File: src/rtl/nandFePkg.sv
package nandFePkg;

  typedef enum logic [3:0] {
    OP_NONE       = 4'd0,
    OP_READ       = 4'd1,
    OP_PROG       = 4'd2,
    OP_PROG_DUMMY = 4'd3,
    OP_CB         = 4'd4,
    OP_CB_DUMMY   = 4'd5,
    OP_ERASE      = 4'd6,
    OP_ERASE_MP   = 4'd7,
    OP_STATUS     = 4'd8,
    OP_STATUS_MP  = 4'd9,
    OP_ID         = 4'd10,
    OP_RESET      = 4'd11
  } opcode_t;

  typedef enum logic [1:0] {
    AREA_FIRST  = 2'd0,
    AREA_SECOND = 2'd1,
    AREA_SPARE  = 2'd2
  } area_t;

  // strobes from control to datapath
  typedef struct packed {
    logic  clrAddr;
    logic  shiftAddr;
    logic  setPtr;
    area_t ptrVal;
    logic  latchOp;
    logic  eraseFmt;
    logic  readAccess;
  } ctlStrobe_t;

endpackage

File: src/rtl/nandFeData.sv
module nandFeData
  import nandFePkg::*;
#(
  parameter int COL_W    = 8,
  parameter int ROW_W    = 17,
  parameter int ADDR_MAX = 4,
  parameter int CNT_W    = $clog2(ADDR_MAX + 1)
) (
  input  logic             clk,
  input  logic             rstN,
  input  logic             chipSelN,
  input  logic             cmdLatch,
  input  logic             addrLatch,
  input  logic             writeEnN,
  input  logic [7:0]       ioIn,
  input  ctlStrobe_t       ctl,
  output logic             byteStb,
  output logic             isCmd,
  output logic             isAddr,
  output logic [7:0]       byteVal,
  output logic [CNT_W-1:0] addrCnt,
  output logic [1:0]       areaPtr,
  output logic [1:0]       opArea,
  output logic [COL_W-1:0] opCol,
  output logic [ROW_W-1:0] opRow
);

  localparam int PACK_W = 8 * ADDR_MAX;

  logic                weQ;
  logic [7:0]          addrByte [ADDR_MAX];
  logic [7:0]          nextByte [ADDR_MAX];
  logic [PACK_W-1:0]   packedAddr;
  area_t               ptrQ;

  always_ff @(posedge clk) begin
    if (!rstN) weQ <= 1'b1;
    else       weQ <= writeEnN;
  end

  assign byteStb = !weQ && writeEnN && !chipSelN;
  assign isCmd   = cmdLatch && !addrLatch;
  assign isAddr  = addrLatch && !cmdLatch;
  assign byteVal = ioIn;

  // next address bytes including the one arriving now
  always_comb begin
    for (int i = 0; i < ADDR_MAX; i++) begin
      nextByte[i] = addrByte[i];
      if (ctl.shiftAddr && addrCnt == CNT_W'(i)) nextByte[i] = ioIn;
      packedAddr[8*i +: 8] = nextByte[i];
    end
  end

  always_ff @(posedge clk) begin
    if (!rstN) begin
      addrCnt <= '0;
      for (int i = 0; i < ADDR_MAX; i++) addrByte[i] <= '0;
    end else begin
      if (ctl.clrAddr)        addrCnt <= '0;
      else if (ctl.shiftAddr) addrCnt <= addrCnt + 1'b1;
      for (int i = 0; i < ADDR_MAX; i++) addrByte[i] <= nextByte[i];
    end
  end

  always_ff @(posedge clk) begin
    if (!rstN) begin
      opCol  <= '0;
      opRow  <= '0;
      opArea <= '0;
    end else if (ctl.latchOp) begin
      opArea <= ptrQ;
      if (ctl.eraseFmt) begin
        opCol <= '0;
        opRow <= ROW_W'(packedAddr);
      end else begin
        opCol <= COL_W'(packedAddr);
        opRow <= ROW_W'(packedAddr >> 8);
      end
    end
  end

  always_ff @(posedge clk) begin
    if (!rstN)                                      ptrQ <= AREA_FIRST;
    else if (ctl.setPtr)                            ptrQ <= ctl.ptrVal;
    else if (ctl.readAccess && ptrQ == AREA_SECOND) ptrQ <= AREA_FIRST;
  end

  assign areaPtr = ptrQ;

  AST_ADDR_BOUND: assert property (@(posedge clk) disable iff (!rstN)
    addrCnt <= CNT_W'(ADDR_MAX));
  AST_PTR_REVERT: assert property (@(posedge clk) disable iff (!rstN)
    (ctl.readAccess && !ctl.setPtr && areaPtr == 2'd1) |=> areaPtr == 2'd0);
  AST_PTR_LEGAL: assert property (@(posedge clk) disable iff (!rstN)
    areaPtr != 2'd3);

endmodule

File: src/rtl/nandFeCtrl.sv
module nandFeCtrl
  import nandFePkg::*;
#(
  parameter int ADDR_MAX   = 4,
  parameter int ERASE_ADDR = 3,
  parameter int PLANE_MAX  = 4,
  parameter int CNT_W      = $clog2(ADDR_MAX + 1)
) (
  input  logic             clk,
  input  logic             rstN,
  input  logic             byteStb,
  input  logic             isCmd,
  input  logic             isAddr,
  input  logic [7:0]       byteVal,
  input  logic [CNT_W-1:0] addrCnt,
  input  logic             busyIn,
  output ctlStrobe_t       ctl,
  output logic             opValid,
  output opcode_t          opCode,
  output logic             illegalCmd,
  output logic             seqErr,
  output logic             busyReject
);

  localparam int PLANE_W = $clog2(PLANE_MAX);

  typedef enum logic [2:0] {
    ST_IDLE, ST_RDADR, ST_RDDONE, ST_CBADR, ST_PGADR, ST_ERADR
  } state_t;

  state_t             state, nxtState;
  logic [PLANE_W-1:0] planeCnt, nxtPlane;
  logic               nValid, nIll, nSeq, nBusy;
  opcode_t            nCode;
  logic               fullAddr, eraseFull;

  assign fullAddr  = addrCnt == CNT_W'(ADDR_MAX);
  assign eraseFull = addrCnt == CNT_W'(ERASE_ADDR);

  always_comb begin
    nxtState = state;
    nxtPlane = planeCnt;
    nValid   = 1'b0;
    nCode    = OP_NONE;
    nIll     = 1'b0;
    nSeq     = 1'b0;
    nBusy    = 1'b0;
    ctl      = '0;
    if (byteStb && isCmd) begin
      if (busyIn && !(byteVal inside {8'h70, 8'h71, 8'hFF})) begin
        nBusy = 1'b1;
      end else begin
        case (byteVal)
          8'hFF: begin
            nValid = 1'b1; nCode = OP_RESET; nxtState = ST_IDLE;
            ctl.setPtr = 1'b1; ctl.ptrVal = AREA_FIRST; ctl.clrAddr = 1'b1;
          end
          8'h70: begin nValid = 1'b1; nCode = OP_STATUS; end
          8'h71: begin nValid = 1'b1; nCode = OP_STATUS_MP; end
          8'h90: begin nValid = 1'b1; nCode = OP_ID; nxtState = ST_IDLE; end
          8'h00, 8'h01, 8'h50: begin
            ctl.setPtr  = 1'b1;
            ctl.ptrVal  = (byteVal == 8'h00) ? AREA_FIRST :
                          (byteVal == 8'h01) ? AREA_SECOND : AREA_SPARE;
            ctl.clrAddr = 1'b1;
            nxtState    = ST_RDADR;
          end
          8'h80: begin ctl.clrAddr = 1'b1; nxtState = ST_PGADR; end
          8'h60: begin
            ctl.clrAddr = 1'b1;
            nxtState    = ST_ERADR;
            nxtPlane    = '0;
            if (state == ST_ERADR) begin
              if (eraseFull && planeCnt < PLANE_W'(PLANE_MAX - 1))
                nxtPlane = planeCnt + 1'b1;
              else
                nSeq = 1'b1;
            end
          end
          8'h8A: begin
            if (state == ST_RDDONE) begin
              ctl.clrAddr = 1'b1; nxtState = ST_CBADR;
            end else begin
              nSeq = 1'b1; nxtState = ST_IDLE;
            end
          end
          8'h10, 8'h11: begin
            nxtState = ST_IDLE;
            if ((state == ST_PGADR || state == ST_CBADR) && fullAddr) begin
              nValid = 1'b1; ctl.latchOp = 1'b1;
              if (state == ST_PGADR) nCode = (byteVal == 8'h10) ? OP_PROG : OP_PROG_DUMMY;
              else                   nCode = (byteVal == 8'h10) ? OP_CB : OP_CB_DUMMY;
            end else begin
              nSeq = 1'b1;
            end
          end
          8'hD0: begin
            nxtState = ST_IDLE;
            if (state == ST_ERADR && eraseFull) begin
              nValid = 1'b1; ctl.latchOp = 1'b1; ctl.eraseFmt = 1'b1;
              nCode  = (planeCnt != '0) ? OP_ERASE_MP : OP_ERASE;
            end else begin
              nSeq = 1'b1;
            end
          end
          default: begin nIll = 1'b1; nxtState = ST_IDLE; end
        endcase
      end
    end else if (byteStb && isAddr) begin
      if (busyIn) begin
        nBusy = 1'b1;
      end else begin
        case (state)
          ST_RDADR, ST_PGADR, ST_CBADR: begin
            if (!fullAddr) begin
              ctl.shiftAddr = 1'b1;
              if (state == ST_RDADR && addrCnt == CNT_W'(ADDR_MAX - 1)) begin
                nValid = 1'b1; nCode = OP_READ; ctl.latchOp = 1'b1;
                ctl.readAccess = 1'b1; nxtState = ST_RDDONE;
              end
            end else begin
              nSeq = 1'b1;
            end
          end
          ST_ERADR: begin
            if (!eraseFull) ctl.shiftAddr = 1'b1;
            else            nSeq = 1'b1;
          end
          default: nSeq = 1'b1;
        endcase
      end
    end
  end

  always_ff @(posedge clk) begin
    if (!rstN) begin
      state      <= ST_IDLE;
      planeCnt   <= '0;
      opValid    <= 1'b0;
      opCode     <= OP_NONE;
      illegalCmd <= 1'b0;
      seqErr     <= 1'b0;
      busyReject <= 1'b0;
    end else begin
      state      <= nxtState;
      planeCnt   <= nxtPlane;
      opValid    <= nValid;
      opCode     <= nCode;
      illegalCmd <= nIll;
      seqErr     <= nSeq;
      busyReject <= nBusy;
    end
  end

  AST_ONE_RESULT: assert property (@(posedge clk) disable iff (!rstN)
    $onehot0({opValid, illegalCmd, seqErr, busyReject}));
  AST_BUSY_GATE: assert property (@(posedge clk) disable iff (!rstN)
    (byteStb && busyIn) |=> (!opValid || opCode == OP_STATUS ||
                             opCode == OP_STATUS_MP || opCode == OP_RESET));
  AST_CONFIRM_COUNT: assert property (@(posedge clk) disable iff (!rstN)
    (byteStb && isCmd && !busyIn && byteVal == 8'h10 && !fullAddr) |=> !opValid);

endmodule

File: src/rtl/nandCmdFrontEnd.sv
module nandCmdFrontEnd
  import nandFePkg::*;
#(
  parameter int COL_W      = 8,
  parameter int ROW_W      = 17,
  parameter int ADDR_MAX   = 4,
  parameter int ERASE_ADDR = 3,
  parameter int PLANE_MAX  = 4
) (
  input  logic             clk,
  input  logic             rstN,
  input  logic             chipSelN,
  input  logic             cmdLatch,
  input  logic             addrLatch,
  input  logic             writeEnN,
  input  logic [7:0]       ioIn,
  input  logic             busyIn,
  output logic             opValid,
  output logic [3:0]       opCode,
  output logic [1:0]       opArea,
  output logic [COL_W-1:0] opCol,
  output logic [ROW_W-1:0] opRow,
  output logic [1:0]       areaPtr,
  output logic             illegalCmd,
  output logic             seqErr,
  output logic             busyReject
);

  localparam int CNT_W = $clog2(ADDR_MAX + 1);

  ctlStrobe_t       ctl;
  logic             byteStb, isCmd, isAddr;
  logic [7:0]       byteVal;
  logic [CNT_W-1:0] addrCnt;
  opcode_t          opCodeE;

  nandFeData #(.COL_W(COL_W), .ROW_W(ROW_W), .ADDR_MAX(ADDR_MAX), .CNT_W(CNT_W)) i_data (
    .clk(clk), .rstN(rstN), .chipSelN(chipSelN), .cmdLatch(cmdLatch),
    .addrLatch(addrLatch), .writeEnN(writeEnN), .ioIn(ioIn), .ctl(ctl),
    .byteStb(byteStb), .isCmd(isCmd), .isAddr(isAddr), .byteVal(byteVal),
    .addrCnt(addrCnt), .areaPtr(areaPtr), .opArea(opArea), .opCol(opCol), .opRow(opRow)
  );

  nandFeCtrl #(.ADDR_MAX(ADDR_MAX), .ERASE_ADDR(ERASE_ADDR), .PLANE_MAX(PLANE_MAX),
               .CNT_W(CNT_W)) i_ctrl (
    .clk(clk), .rstN(rstN), .byteStb(byteStb), .isCmd(isCmd), .isAddr(isAddr),
    .byteVal(byteVal), .addrCnt(addrCnt), .busyIn(busyIn), .ctl(ctl),
    .opValid(opValid), .opCode(opCodeE), .illegalCmd(illegalCmd),
    .seqErr(seqErr), .busyReject(busyReject)
  );

  assign opCode = opCodeE;

  AST_ERASE_COL: assert property (@(posedge clk) disable iff (!rstN)
    (opValid && (opCode == 4'd6 || opCode == 4'd7)) |-> opCol == '0);

endmodule

File: config.mk
export PLATFORM = sky130hd
export DESIGN_NAME = nandCmdFrontEnd
export DESIGN_NICKNAME = d
export VERILOG_FILES = /design/src/rtl/nandFePkg.sv /design/src/rtl/nandFeData.sv /design/src/rtl/nandFeCtrl.sv /design/src/rtl/nandCmdFrontEnd.sv
export SDC_FILE = /design/constraint.sdc
export NUM_CORES = 1
export LEC_CHECK = 0
export BUFFER_PORTS_ARGS = -buffer_cell sky130_fd_sc_hd__buf_4
export CORE_ASPECT_RATIO = 1.4
export CORE_MARGIN = 2
export CORE_UTILIZATION = 54
export CTS_BUF_LIST = sky130_fd_sc_hd__clkbuf_8
export DETAILED_ROUTE_END_ITERATION = 10
export PLACE_DENSITY = 0.81
export REMOVE_ABC_BUFFERS = 1
export SKIP_LAST_GASP = 1
export SYNTH_ARGS = -nofsm -noshare
export SYNTH_HDL_FRONTEND = slang
export SYNTH_HIERARCHICAL = 1
export SYNTH_SLANG_ARGS = --single-unit
File: constraint.sdc
create_clock -name clk -period 3.2 [get_ports clk]
set_input_delay 0.64 -clock clk [delete_from_list [all_inputs] [get_ports clk]]
set_output_delay 0.64 -clock clk [all_outputs]
set_load 0.02 [all_outputs]
==> impl_results.md, run 1 <==
- Fin. max-slew vios: 0
- Post-CTS Hold Fix Bufs: 0
- Initial antenna violation count: 0
- Final period utilization: 84.9%
- I/O pins: 52
- TritonCTS buffer count: 9
- Fin crit period: roughly 2700 ps
- # resized after CTS: 0
- Critical-path cell list: buf_4 > or4b_1 > or2_2 > o31a_1 > o21bai_2 > buf_4 > o21ai_0 > a31oi_1
- Final hold violations: 0
- Final Skew: 9.93 ps
- Min-Delay Path Class: reg2reg
- Fin nets: 493
- Routed WL: 9070 µm
- Syn-to-layout area delta: 15.7%
- Worst hold slack: 453 ps
- Global route overflow: 0
- CP required: 3480 ps
- Routability cong.: 0.884
- Core Region: 6660 µm²
- CP Launch Type: primary input
- Unique masters post-synth: 60
- Multi-input logic area: 2050 µm²
- YS warnings: 6
- Site row count: 35
- CP max-delay cell: or4b_1
- Number of I/O port buffers: 51
- Clock Sinks: a little over 70
- DR iter-0 viols: 267
- Vias in the first global route: 3222
- LEAKAGE: about 1.6 nW
- Overall power: 1.74 mW
- VDD IR max: 0.000267 V
- Endpoints failing setup: 0
- Final HPWL DP: ~6200 µm
- Register area: 1420 µm²
- Routed len/inst: 16.0 µm
- Synth Cell Area: 3740 µm²
- Cell taking the most area after synthesis: dfxtp_1
- PwrDens: 402 nW/µm²
- CP endpoint kind: flop
- Antenna-violating nets left: 0
- Post-Place Worst Slack: 140 ps
- Share of cells above drive strength 1: between 20% and 30%
- Placed Cells: ~550
- Async S/R FF share, synth: 0%
- Top-area cell type share of the netlist area: 38.0%
- CTS tree: built
- Clk buf depth: 2
- Total of max-cap violations: 0
- Synth top cells by count: 71 x dfxtp_1, 50 x nand2_1, 30 x nor2b_1, 26 x o21ai_0, 23 x nand3_1
- Register bit total from synthesis: 71
- WS Path Type: in2reg
- Most common cell in the netlist: dfxtp_1
- Worst Path Arrival: 3000 ps
- Die Span X: 74.3 µm
- Slew @ Worst Pin: 617 ps
- Final worst slack: 483 ps
- Gate count after technology mapping: 430
- Most common cell on crit path: buf_4
- Unrepaired setup endpoints after global routing: false
- Die footprint: 7610 µm²
- Status: completed
- Post-route insts no fill: 567
- Die Ht: 102 µm
- Post-CTS Setup Inserts: 0
- Largest net degree at the start of global routing: 65
- Worst-path fanout max: 33
- Filler Cells Inserted: around 590
- Synth Area per Inst: 8.69 µm²
- Initial Util: around 56%
- Worst stage delay on the critical path: 620 ps
- First-pass GRT wire length: approximately 15000 µm
- Vias per cell: 5.91
- H-tree depth: 3
- Post-route DRC: 0
- Post-synth EDFFs: 0
- Clk slew on worst S/H paths: 80 ps
- Total Routing Usage GR: 25.4%
- Highest clock rate: approximately 370 MHz
- Prevailing post-synth register cell: dfxtp_1
- Vias after detailed routing: 3349
- Top cells by area, synth: dfxtp_1 38%, nand2_1 5.0%, nor2b_1 5.0%
- DRT Pass-1 Iters: 5
- Clock latency on the worst-skew pair: 360 ps
- Seq/Total Area, Yosys: 38.0%
- ANT cells: 0
- Slew margin rel.: around three fifths
- Root Driver: clkbuf_8
[registers in the layout, summed over array words and instances (netlist names)]
name               flops
i_ctrl/planeCnt        2
i_data/areaPtr         2
i_data/opArea          2
i_data/addrByte       25
i_data/opRow          17
i_ctrl/illegalCmd      1
i_data/weQ             1
i_data/addrCnt         3
i_ctrl/state           3
i_ctrl/seqErr          1
i_ctrl/opCode          4
i_ctrl/opValid         1
i_ctrl/busyReject      1
i_data/opCol           8
[power by group]
group / total (mW) / switching, mW / internal [mW]
logic: 0.0770 / 0.0473 / 0.0297
clock network: 0.777 / 0.344 / 0.433
registers: 0.884 / 0.000567 / 0.884
[metal layers]
layer	GRT usage, %	up-vias	routed length, µm
met5	0	-	0
met4	12.5	0	143
met3	3.45	13	404
met2	45.0	100	4750
met1	29.6	1608	3770
li1	-	1628	-
[critical path: cells and delay by family]
kind | cells | cell delay, ps
and+or+nand+nor | 2 | 980
AOI/OAI and AO/OA | 4 | 890
buffers and inverters | 2 | 480
[final timing paths]
check | depth (start not counted) | to | from | slack (ps)
worst max-delay path | 8 | i_data/opRow[2] | ioIn[1] | 480
worst max register to register | 7 | i_data/opRow[13] | i_data/addrCnt[2] | 580
worst min register to register | 2 | i_data/opCol[3] | i_data/opCol[3] | 450
worst min-delay path | 2 | i_data/opCol[3] | i_data/opCol[3] | 450
[logic make-up (layout without fill, tap and decap cells)]
kind of cell             count (synthesis)  count (layout)  share of synthesized area (%)
multiplexers                            19              19                           5.15
XOR/XNOR                                 1               1                          0.234
adder cells (fa/ha/maj)                  8               8                           2.61
AND/OR/NAND/NOR                        181             181                           27.0
AO/OA/AOI/OAI                          105             105                           19.6
buffers and inverters                   45              90                           7.36
flip-flops                              71              71                           38.0
[through the flow]
stage,setup TNS (ps),utilization (%),area [µm²]
after floorplan,-16820,-,3500
after detailed placement,0,61.8,4110
after global routing,0,65.0,4320
after global placement,0,61.8,4110
final,0,65.0,4320
after CTS,0,65.0,4320
[final cells by class]
class	count	area share, %
multi-input combinational	314	47.4
sequential	71	32.9
timing repair buffer	66	11.5
clock buffer	9	2.86
tap	92	2.66
clock inverter	6	2.00
inverter	9	0.781
[cell usage in the layout (no fill, tap or decap), types with 5 or more instances in the layout]
cell,n
nor2b_1,30
inv_1,9
mux2i_1,17
nor2_1,14
buf_4,66
or3_1,6
clkbuf_8,9
nand2b_1,6
dfxtp_1,71
a31oi_1,19
a21boi_0,17
o21ai_0,26
nand2_1,50
nor3_1,9
nand3_1,23
nor4_1,5
nand3b_1,6
ha_1,7
a32oi_1,16
Power figures use the tool's default switching activity.
==> inputs of run 2 (changes only) <==
clock period = 2.22 ns   (was 3.2 ns; I/O delays follow)
==> run 2 against run 1 <==
Net effect:
- the flow now finishes with violations (setup timing)
- utilization grew 9.5 points
- clock-buffer cell count is 3 higher
- via count rose by 11%
- critical path type unchanged
- critical endpoint is now i_data/opRow[12]
- highest routed layer unchanged
==> impl_results.md, run 2 (synthesis gave the netlist of run 1 again) <==
- DP Area: 4440 µm²
- Number of I/O port buffers: 51
- I/O pins: 52
- First-pass GRT wire length: between 15000 and 20000 µm
- Post-route insts no fill: 618
- Max reg flops: 25
- Routed WL: 11000 µm
- Failing checks: setup timing
- Worst Path Arrival: 2490 ps
- Reg2reg path depth: 10
- Antenna-violating nets left: 0
- CP Launch Type: primary input
- LEAKAGE: 1.96 nW
- Clock latency on the worst-skew pair: 360 ps
- Fin. max-slew vios: 0
- Number of cells on the critical path: 9
- Fin crit period: 2250 ps
- Total of max-cap violations: 0
- Share of cells above drive strength 1: 31.7%
- CTS tree: built
- Endpoints failing setup: 12
- H-tree depth: 3
- TNS Setup: -118 ps
- Top flop regs: i_data/addrByte: 25 flops, i_data/opRow: 17 flops, i_data/opCol: 8 flops
- CP max-delay cell: or4b_4
- Die Span X: 74.3 µm
- Clk buf depth: 2
- Total Routing Usage GR: between 20% and 30%
- Final HPWL DP: 7040 µm
- Die Ht: 102 µm
- Post-Place Worst Slack: -557 ps
- Worst Hold Launch: writeEnN
- Final Skew: around 9.7 ps
- Final worst slack: -27.3 ps
- Vias after detailed routing: 3733
- DRT Pass-1 Iters: 6
- Clock Sinks: 71
- Filler Cells Inserted: 458
- Overall power: around 2.7 mW
- Fin nets: 543
- Routability cong.: 0.976
- Vias per cell: 6.04
- Slew @ Worst Pin: ~520 ps
- Largest net degree at the start of global routing: 47
- Worst hold slack: 269 ps
- Die footprint: around 7600 µm²
- CP top delay family: simple AND/OR/NAND/NOR gates
- Core Region: 6660 µm²
- Setup crit start: ioIn[1]
- Vias in the first global route: 3714
- Root Driver: clkbuf_8
- Unrepaired setup endpoints after global routing: true
- Initial Util: 56.2%
- Biggest register: i_data/addrByte
- Critical-path cell list: buf_6 > or4b_4 > buf_6 > nand4b_1 > nor2_4 > buf_6 > mux2_4 > nand3_1 > a31oi_1
- Clk slew on worst S/H paths: 80 ps
- PwrDens: 538 nW/µm²
- Min-Delay Path Class: in2reg
- Most common cell on crit path: buf_6
- VDD IR max: 0.000388 V
- RR Startpoint: i_data/addrCnt[2]
- Post-CTS Hold Fix Bufs: 0
- Placed Cells: between 500 and 600
- Global route overflow: 0
- Final hold violations: 0
- TritonCTS buffer count: 9
- WS Path Type: in2reg
- Highest clock rate: 445 MHz
- ANT cells: 0
- Status: finished with violations
- Site row count: 35
- Syn-to-layout area delta: 32.5%
- Cell area after layout: 4950 µm²
- Min-Delay Path Depth: 2
- CP endpoint kind: flop
- Worst stage delay on the critical path: about 570 ps
- Initial antenna violation count: 0
- DR iter-0 viols: 329
- Post-route DRC: 0
- Slew margin rel.: roughly two thirds
- Final period utilization: 101%
- Worst-path fanout max: 8
- Worst Path Buf+Inv: 3
- CP required: 2460 ps
- Routed len/inst: 17.8 µm
- Utilization after layout: between 70% and 80%
- Most frequent cells in the layout: 104 x buf_4, 71 x dfxtp_1, 50 x nand2_1
- Commonest non-fill, non-tap cell in the layout: buf_4
[run 2: cell type report]
type                    count  area [µm²]  area share (%)
flip-flops and latches     71        1420            28.7
repair buffers            116         981            19.8
multi-input cells         314        2160            43.6
clock inverters             4        76.3            1.54
well taps                  92         115            2.32
inverters                   9        33.8           0.682
clock buffers              12         165            3.33
[run 2: worst register-to-register path: stages (launching register included)]
cell      delay, ps
dfxtp_1         330
buf_4           150
and3b_1         220
a21oi_1         210
o21ai_2         100
nor2_4          190
nand3b_1        190
buf_6           180
buf_16          130
a32oi_1         220
a31oi_1         120
[run 2: final timing paths]
path | to | slack (ps)
min | i_data/weQ | 270
max reg2reg | i_data/opRow[4] | 60
min reg2reg | i_data/opCol[7] | 460
max | i_data/opRow[12] | -30
[run 2: repair_timing]
item,in CTS,in global routing
setup endpoints to repair,35,43
pin swaps,6,10
cloned,1,1
setup buffers,4,5
resized for setup,24,22
hold endpoints to repair,0,0
[run 2: metal layers]
layer	GRT usage [%]	vias up	wire length, µm
met1	32.3	1753	4170
met3	4.14	46	604
met2	53.0	197	5740
met5	0	-	0
met4	16.6	0	495
li1	-	1737	-
[run 2: power by group]
part           switching (mW)  leakage [nW]  total [mW]  internal [mW]
registers             0.00102         0.572        1.27           1.27
logic                  0.0835          1.26       0.151         0.0678
clock network           0.514         0.119        1.24          0.727
total                   0.598          1.96        2.67           2.07
